### config.mk
export PLATFORM = sky130hd
export DESIGN_NAME = fifo_irq_ctrl
export DESIGN_NICKNAME = d
export VERILOG_FILES = /design/src/rtl/fic_pkg.sv /design/src/rtl/fic_thr_reg.sv /design/src/rtl/fic_sticky.sv /design/src/rtl/fifo_irq_ctrl.sv
export SDC_FILE = /design/constraint.sdc
export NUM_CORES = 1
export LEC_CHECK = 0
export BUFFER_PORTS_ARGS = -buffer_cell sky130_fd_sc_hd__clkbuf_2
export CORE_UTILIZATION = 35
export CTS_BUF_LIST = sky130_fd_sc_hd__clkbuf_16
export CTS_CLUSTER_DIAMETER = 150
export DETAILED_ROUTE_END_ITERATION = 8
export SLEW_MARGIN = 20
export SYNTH_ARGS = -nofsm -noshare
export SYNTH_HDL_FRONTEND = slang
export SYNTH_HIERARCHICAL = 1
export SYNTH_SLANG_ARGS = --single-unit
### constraint.sdc
create_clock -name clk -period 6.25 [get_ports clk]
set_input_delay 0 -clock clk [delete_from_list [all_inputs] [get_ports clk]]
set_output_delay 0 -clock clk [all_outputs]
set_load 0.02 [all_outputs]
### src/rtl/fic_pkg.sv
package fic_pkg;
  localparam int NSRC    = 5;
  localparam int SRC_TXE = 0;
  localparam int SRC_TXO = 1;
  localparam int SRC_RXU = 2;
  localparam int SRC_RXO = 3;
  localparam int SRC_RXF = 4;
  localparam int NERR    = 3;
endpackage

### src/rtl/fic_thr_reg.sv
module fic_thr_reg #(
  parameter int DEPTH = 16,
  parameter int WD_W  = 8,
  parameter int THR_W = 4
) (
  input  logic             clk,
  input  logic             rst,
  input  logic             wr,
  input  logic [WD_W-1:0]  wdata,
  output logic [THR_W-1:0] q_next,
  output logic [THR_W-1:0] q
);
  logic accept;

  always_comb begin
    accept = wr && (32'(wdata) < DEPTH);
    q_next = accept ? wdata[THR_W-1:0] : q;
  end

  always_ff @(posedge clk) begin
    if (rst) q <= '0;
    else     q <= q_next;
  end

  // an out-of-range write leaves the stored value alone
  assert_reject_keep_R7: assert property (@(posedge clk) disable iff (rst)
    (wr && 32'(wdata) >= DEPTH) |=> $stable(q));
  // an in-range write lands
  assert_accept_R7: assert property (@(posedge clk) disable iff (rst)
    (wr && 32'(wdata) < DEPTH) |=> (32'(q) == 32'($past(wdata))));
endmodule

### src/rtl/fic_sticky.sv
module fic_sticky (
  input  logic clk,
  input  logic rst,
  input  logic enable,
  input  logic clr,
  input  logic ev,
  output logic flag
);
  always_ff @(posedge clk) begin
    if (rst || !enable) flag <= 1'b0;
    else if (ev)        flag <= 1'b1;
    else if (clr)       flag <= 1'b0;
  end

  assert_event_sets_R6: assert property (@(posedge clk) disable iff (rst)
    (enable && ev) |=> flag);
  assert_disable_clears_R6: assert property (@(posedge clk) disable iff (rst)
    !enable |=> !flag);
  assert_hold_R4: assert property (@(posedge clk) disable iff (rst)
    (flag && enable && !clr) |=> flag);
endmodule

### src/rtl/fifo_irq_ctrl.sv
module fifo_irq_ctrl
  import fic_pkg::*;
#(
  parameter int DEPTH = 16,
  parameter int WD_W  = 8,
  parameter int LVL_W = $clog2(DEPTH + 1),
  parameter int THR_W = $clog2(DEPTH)
) (
  input  logic             clk,
  input  logic             rst,
  input  logic             enable,
  input  logic [LVL_W-1:0] tx_level,
  input  logic [LVL_W-1:0] rx_level,
  input  logic             tx_push,
  input  logic             tx_full,
  input  logic             rx_push,
  input  logic             rx_full,
  input  logic             rx_pop,
  input  logic             rx_empty,
  input  logic             tx_thr_wr,
  input  logic             rx_thr_wr,
  input  logic             mask_wr,
  input  logic [WD_W-1:0]  wdata,
  input  logic             err_clr,
  output logic [THR_W-1:0] tx_thr,
  output logic [THR_W-1:0] rx_thr,
  output logic [NSRC-1:0]  irq_mask,
  output logic [NSRC-1:0]  raw_stat,
  output logic [NSRC-1:0]  irq_stat,
  output logic             irq,
  output logic [LVL_W-1:0] tx_count,
  output logic [LVL_W-1:0] rx_count
);
  localparam int ERR_IDX [NERR] = '{SRC_TXO, SRC_RXU, SRC_RXO};

  logic [THR_W-1:0] tx_thr_nx, rx_thr_nx;
  logic [NSRC-1:0]  mask_nx, raw_nx, masked_nx;
  logic [NERR-1:0]  err_ev, err_q;
  logic             txe_nx, rxf_nx;

  fic_thr_reg #(.DEPTH(DEPTH), .WD_W(WD_W), .THR_W(THR_W)) u_tx_thr (
    .clk(clk), .rst(rst), .wr(tx_thr_wr), .wdata(wdata),
    .q_next(tx_thr_nx), .q(tx_thr));

  fic_thr_reg #(.DEPTH(DEPTH), .WD_W(WD_W), .THR_W(THR_W)) u_rx_thr (
    .clk(clk), .rst(rst), .wr(rx_thr_wr), .wdata(wdata),
    .q_next(rx_thr_nx), .q(rx_thr));

  assign err_ev[0] = tx_push & tx_full;
  assign err_ev[1] = rx_pop  & rx_empty;
  assign err_ev[2] = rx_push & rx_full;

  for (genvar g = 0; g < NERR; g++) begin : g_err
    fic_sticky u_flag (
      .clk(clk), .rst(rst), .enable(enable), .clr(err_clr),
      .ev(err_ev[g]), .flag(err_q[g]));
  end

  always_comb begin
    mask_nx = mask_wr ? wdata[NSRC-1:0] : irq_mask;
    txe_nx  = 32'(tx_level) <= 32'(tx_thr_nx);
    rxf_nx  = 32'(rx_level) >  32'(rx_thr_nx);
  end

  always_comb begin
    raw_nx          = '0;
    raw_nx[SRC_TXE] = txe_nx;
    raw_nx[SRC_RXF] = rxf_nx;
    for (int i = 0; i < NERR; i++) begin
      if (!(rst || !enable)) begin
        if (err_ev[i])       raw_nx[ERR_IDX[i]] = 1'b1;
        else if (!err_clr)   raw_nx[ERR_IDX[i]] = err_q[i];
      end
    end
    masked_nx = raw_nx & mask_nx;
  end

  always_ff @(posedge clk) begin
    if (rst) begin
      irq_mask <= '0;
      raw_stat <= '0;
      irq_stat <= '0;
      irq      <= 1'b0;
      tx_count <= '0;
      rx_count <= '0;
    end else begin
      irq_mask <= mask_nx;
      raw_stat <= raw_nx;
      irq_stat <= masked_nx;
      irq      <= |masked_nx;
      tx_count <= tx_level;
      rx_count <= rx_level;
    end
  end

  // masked view never shows a bit the raw view lacks
  assert_masked_subset_R8: assert property (@(posedge clk) disable iff (rst)
    (irq_stat & ~raw_stat) == '0);
  // masked view agrees with the stored mask
  assert_masked_by_mask_R8: assert property (@(posedge clk) disable iff (rst)
    (irq_stat & ~irq_mask) == '0);
  // zero mask keeps the line quiet
  assert_zero_mask_quiet_R9: assert property (@(posedge clk) disable iff (rst)
    (irq_mask == '0) |-> !irq);
  // line follows masked status
  assert_line_or_R9: assert property (@(posedge clk) disable iff (rst)
    irq == (irq_stat != '0));
  // error flag in the status matches the sticky register
  assert_err_mirror_R4: assert property (@(posedge clk) disable iff (rst)
    raw_stat[SRC_TXO] == err_q[0]);
  // counts follow levels
  assert_count_R10: assert property (@(posedge clk) disable iff (rst)
    tx_count == $past(tx_level));
endmodule

# Word level (Yosys, flattened, before mapping)
# Cells that the tools add are included.
[op_classes] bitwise_logic=4 n_mux=12 order_cmp=3 reduce_logical=5
[ops] operator="2-to-1 mux 1 bit" count=9
[ops] operator="< comparator 8 x 5 -> 1 bit, second input constant" count=1
[ops] operator="2-to-1 mux 4 bit" count=2
[ops] operator="bitwise AND 5 bit" count=1
[ops] operator="greater-than comparator 5 x 4 -> 1 bit" count=1
[ops] operator="<= comparator 5 x 4 -> 1 bit" count=1
[ops] operator="2-to-1 mux 5 bit" count=1
[ops] operator="OR reduction 5 bit" count=1
[ops] operator="bitwise AND 1 bit" count=3
[ops] operator="logical AND 1 bit" count=2
[ops] operator="zero test 1 bit" count=1
[ops] operator="logical OR 1 bit" count=1
[word_totals] register_bits=37

# Logic depth before layout (Yosys ltp)
[depth] ltp_word=6 depth_mapped=10

# Cells and area by module
# The synthesis kept the hierarchy.
[by_module_without_submodules] mod="fifo_irq_ctrl" cells_each=101 instances=1 seq_area_each_um2=520.5 area_each_um2=1024.7
[by_module_without_submodules] mod="fic_thr_reg" cells_each=23 instances=2 seq_area_each_um2=80.1 area_each_um2=254.0
[by_module_without_submodules] mod="fic_sticky" cells_each=4 instances=3 seq_area_each_um2=20.0 area_each_um2=40.0

# Worst setup path after synthesis
# Ideal clock, no wire load.
[synth_timing] path_type="input port to flip-flop" start="input wdata[7]" end="register irq" n_path_buf=1 required_time_ns=6.123 t_arrival_ns=2.060 stages=10 slack_ns=4.063 setup_ns=0.127 cell_sequence="nor4_1 -> and2_1 -> buf_6 -> mux2_4 -> inv_1 -> ha_1 -> nor2b_1 -> o211a_1 -> o311a_1 -> or3_1"
[synth_via] elab_chain_cells=6
[synth_rtl] item="start, declared" line="fifo_irq_ctrl.sv:23" source="input logic [WD_W-1:0] wdata,"
[synth_rtl] item="< comparator 8 x 5 -> 1 bit" line="fic_thr_reg.sv:16" source="accept = wr && (32'(wdata) < DEPTH);"
[synth_rtl] item="logical AND 1 bit" line="fic_thr_reg.sv:16"
[synth_rtl] item="2-to-1 mux 4 bit" line="fic_thr_reg.sv:17" source="q_next = accept ? wdata[THR_W-1:0] : q;"
[synth_rtl] item="named net rx_thr_nx[1]" line="fifo_irq_ctrl.sv:36" source="logic [THR_W-1:0] tx_thr_nx, rx_thr_nx;"
[synth_rtl] item="greater-than comparator 5 x 4 -> 1 bit" line="fifo_irq_ctrl.sv:62" source="rxf_nx = 32'(rx_level) > 32'(rx_thr_nx);"
[synth_rtl] item="bitwise AND 5 bit" line="fifo_irq_ctrl.sv:75" source="masked_nx = raw_nx & mask_nx;"
[synth_rtl] item="OR reduction 5 bit" line="fifo_irq_ctrl.sv:90" source="irq <= |masked_nx;"
[synth_rtl] item="end signal, assigned" line="fifo_irq_ctrl.sv:90"
[synth_rtl] item="end, declared" line="fifo_irq_ctrl.sv:30" source="output logic irq,"
# The timed path passes the listed nets, and every way through them passes these cells.
# A chain may end at the register's enable or synchronous reset.

# Worst setup path in the final report
# Same ends and word-level chain as after synthesis.

==> impl.org <==
** Run status
- Status :: finished, violations left
- The final reports fail on DRC.

** Logic synthesis
- Proportion of register bits with asynchronous set or reset after synthesis :: 0%
- dfxtp_1 takes more of the synthesized area than any other cell.
- Gate Count Post-Synth :: ~160
- Yosys top cell area share :: 44.8%
- Count of warnings emitted by yosys :: 6
- After synthesis the cells add up to 0.00165 mm^2.
- Number of synthesized register bits :: 37
- Top post-synthesis cells by area :: dfxtp_1 45%, mux2i_1 7.9%, mux2_4 7.3%
- Among all flip-flop cells after synthesis, the most frequent one is dfxtp_1.
- Post-synth EDFFs :: 0
- Number of nets produced by synthesis :: 198
- Sequential element share of the synthesized area :: between 40% and 50%
- In this run, distinct cell masters in the synthesized netlist total 28.
- Dividing the synthesized area by the synthesized cell count gives between 10 and 15 um^2.

** STA
- The final number of max-transition violations is 0.
- At the pin with the least slew margin, the transition time is 0.630 ns.
- Total Negative Setup Slacks :: 0 ns
- Setup repair after global routing missed its margin :: no
- Final number of hold-violating endpoints :: 0
- Measured against its own limit, the worst slew margin works out to 58.0%.
- Dividing the final minimum period by the clock period gives 36.7%.
- Across the routed clock network, the largest skew measured is 0.00293 ns.
- Fmax :: 436 MHz
- Setup violations remaining at the end of the flow were counted as 0.
- After layout, the minimum clock period comes to 2.29 ns.

** Global routing
- Global routing consumed, over all layers together, between 10% and 20% of the routing resources.
- The first global-routing pass estimated 5470 um of wire.
- For this run the aggregate overflow at the end of global routing stands at 0.
- The initial antenna violation count is 0.
- Via count of the first global-routing pass :: 1209
- Maximum number of pins on one net before global-route repair :: 38

** Final layout
- Fin util :: 50.1%
- For this run, the post-layout net count is ~270.
- Antenna Cells :: 0
- From synthesis to final layout, the design area changed by 34.7%.
- In the final layout, the share of cells above drive strength 1 is 35.0%.

** Floorplanning
- Die Footprint :: 0.00500 mm^2
- In this run the vertical extent of the chip is 70.7 um.
- Chip width :: 70.7 um
- Core Box Area :: 0.00444 mm^2
- Row generation in the floorplan step produced 24 rows.
- I/O pin cnt :: 65
- Once the floorplan was initialized, standard cells occupied 37.2% of the core.

** CTS
- CTS tree :: done
- H-tree levels :: 2
- Num CTS Buffers :: 5
- Sink Count :: 37
- Clock latency on the worst-skew pair :: 0.27 ns
- Cell at the root of the clock tree :: clkbuf_16
- Post-CTS repair timing setup buffer count :: 0
- In this run the deepest clock path goes through 2 buffers.
- Clk slew on worst S/H paths :: 0.05 ns

** Place
- Sum of net half-perimeters after detailed placement :: 2590 um
- Buffers placed on the I/O ports in this run total 64.
- At the end of routability-driven placement, the weighted congestion stood at 0.767.

** Min path
- Min-Delay Path Class :: in -> reg

** Power and ir drop
- Power spread over the standard cell area amounts to 245 mW/mm^2.
- In this run the static leakage power is between 0.001 and 0.0015 uW.
- Max IR drop VDD :: between 0.1 and 0.15 mV
- Final Total Pwr :: 545 uW

** Worst setup path
- Data arrival time of the worst path :: 2.45 ns
- STA classifies the critical path startpoint as an input port.
- STA puts the critical path data required time at around 6.4 ns.
- The worst setup path is captured at a register.
- Along the worst path, the maximum fanout reaches 8.
- The worst setup path is of the in -> reg kind.

** Drt
- The first routing iteration left 35 violations.
- Final WL :: approximately 3400 um
- Using the TritonRoute via totals, the vias-per-cell ratio works out to 4.41.
- Remaining routing DRC violations :: 10
- DRT antenna net count :: 0
- 1st-pass router iterations :: 6
- In the final routed layout, each cell accounts on average for 12.0 um.
- Detailed routing inserted a total of ~1300 vias.

** Run
- Max-cap violation count :: 0
sequential cells by signal (all words and copies together) (netlist names):
signal / cells
g_err.u_flag/flag: 3
irq_stat: 5
u_rx_thr/q: 4
u_tx_thr/q: 4
rx_count: 5
tx_count: 5
raw_stat: 5
irq: 1
irq_mask: 5
layer usage:
metal | routed length [um] | GRT usage, %
met1 | 1610 | 16.3
met2 | 1570 | 24.0
met3 | 184 | 4.70
met4 | 57 | 6.00
met5 | 0 | 0
synth_stat cells (3+ instances only):
master,number
inv_1,16
a21oi_1,5
buf_6,3
nand2b_1,19
nor2b_1,11
mux2_4,8
ha_1,8
nor2_1,11
a211oi_1,3
dfxtp_1,37
mux2i_1,13
o211a_1,4
logic make-up after synthesis:
| kind of cell | share of synthesized area [%] |
|---|---|
| compound gates | 7.80 |
| flops | 44.8 |
| mux | 15.1 |
| fa+ha+maj | 6.06 |
| simple gates | 20.0 |
| buf+inv | 6.21 |
where the power goes:
group | internal (uW) | total, uW | switching [uW]
clock | 142 | 224 | 82.0
sequential | 246 | 249 | 3.39
combinational | 32.5 | 71.3 | 38.8
path summary, 6_finish.rpt:
check | endpoint | from | cells past startpoint | slack [ns]
max reg2reg | irq$_SDFF_PP0_ | u_rx_thr/q[1]$_SDFF_PP0_ | 7 | 4.23
min | raw_stat[2]$_SDFF_PP0_ | rx_empty | 3 | 0.01
min reg2reg | u_rx_thr/q[2]$_SDFF_PP0_ | u_rx_thr/q[2]$_SDFF_PP0_ | 2 | 0.49
max | irq$_SDFF_PP0_ | wdata[7] | 10 | 3.96
timing repair:
item | CTS | global route
endpoints found under the hold margin | 10 | 0
resized for setup | 0 | 0
hold buffers | 10 | 0
area by class of cell:
class,instances,area (um^2)
Clock buffer,5,125
Clock inverter,1,5.00
Fill cell,428,2220
Inverter,16,60.1
Multi-Input combinational cell,101,810
Sequential cell,37,741
Tap cell,52,65.1
Timing Repair Buffer,74,420
placed cells by master (no fill, tap or decap), types with 3 or more instances in the layout:
cell type,count
a211oi_1,3
dlygate4sd3_1,10
inv_1,16
dfxtp_1,37
mux2_4,8
o211a_1,4
clkbuf_2,64
clkbuf_16,5
ha_1,8
nor2_1,11
nand2b_1,19
mux2i_1,13
nor2b_1,11
a21oi_1,5
critical path, stage by stage:
cell and delay (ns):
clkbuf_2 0.09, nor4_1 0.25, and2_1 0.46, mux2_4 0.34, inv_1 0.06, ha_1 0.23
nor2b_1 0.13, o211a_1 0.21, o311a_1 0.34, or3_1 0.34
per-stage QoR:
stage               setup WS [ns]  hold WS [ns]  instances  instance area, um^2
floorplan                    4.06         0.128        159                 1650
finish                       3.96       0.00978        286                 2230
global route                 3.83        0.0179        286                 2230
detailed placement           3.69         0.242        270                 2000
CTS                          3.97      0.000458        286                 2230
global placement             3.74         0.237        270                 2000
Note: power is estimated with default switching activity, not from simulation.
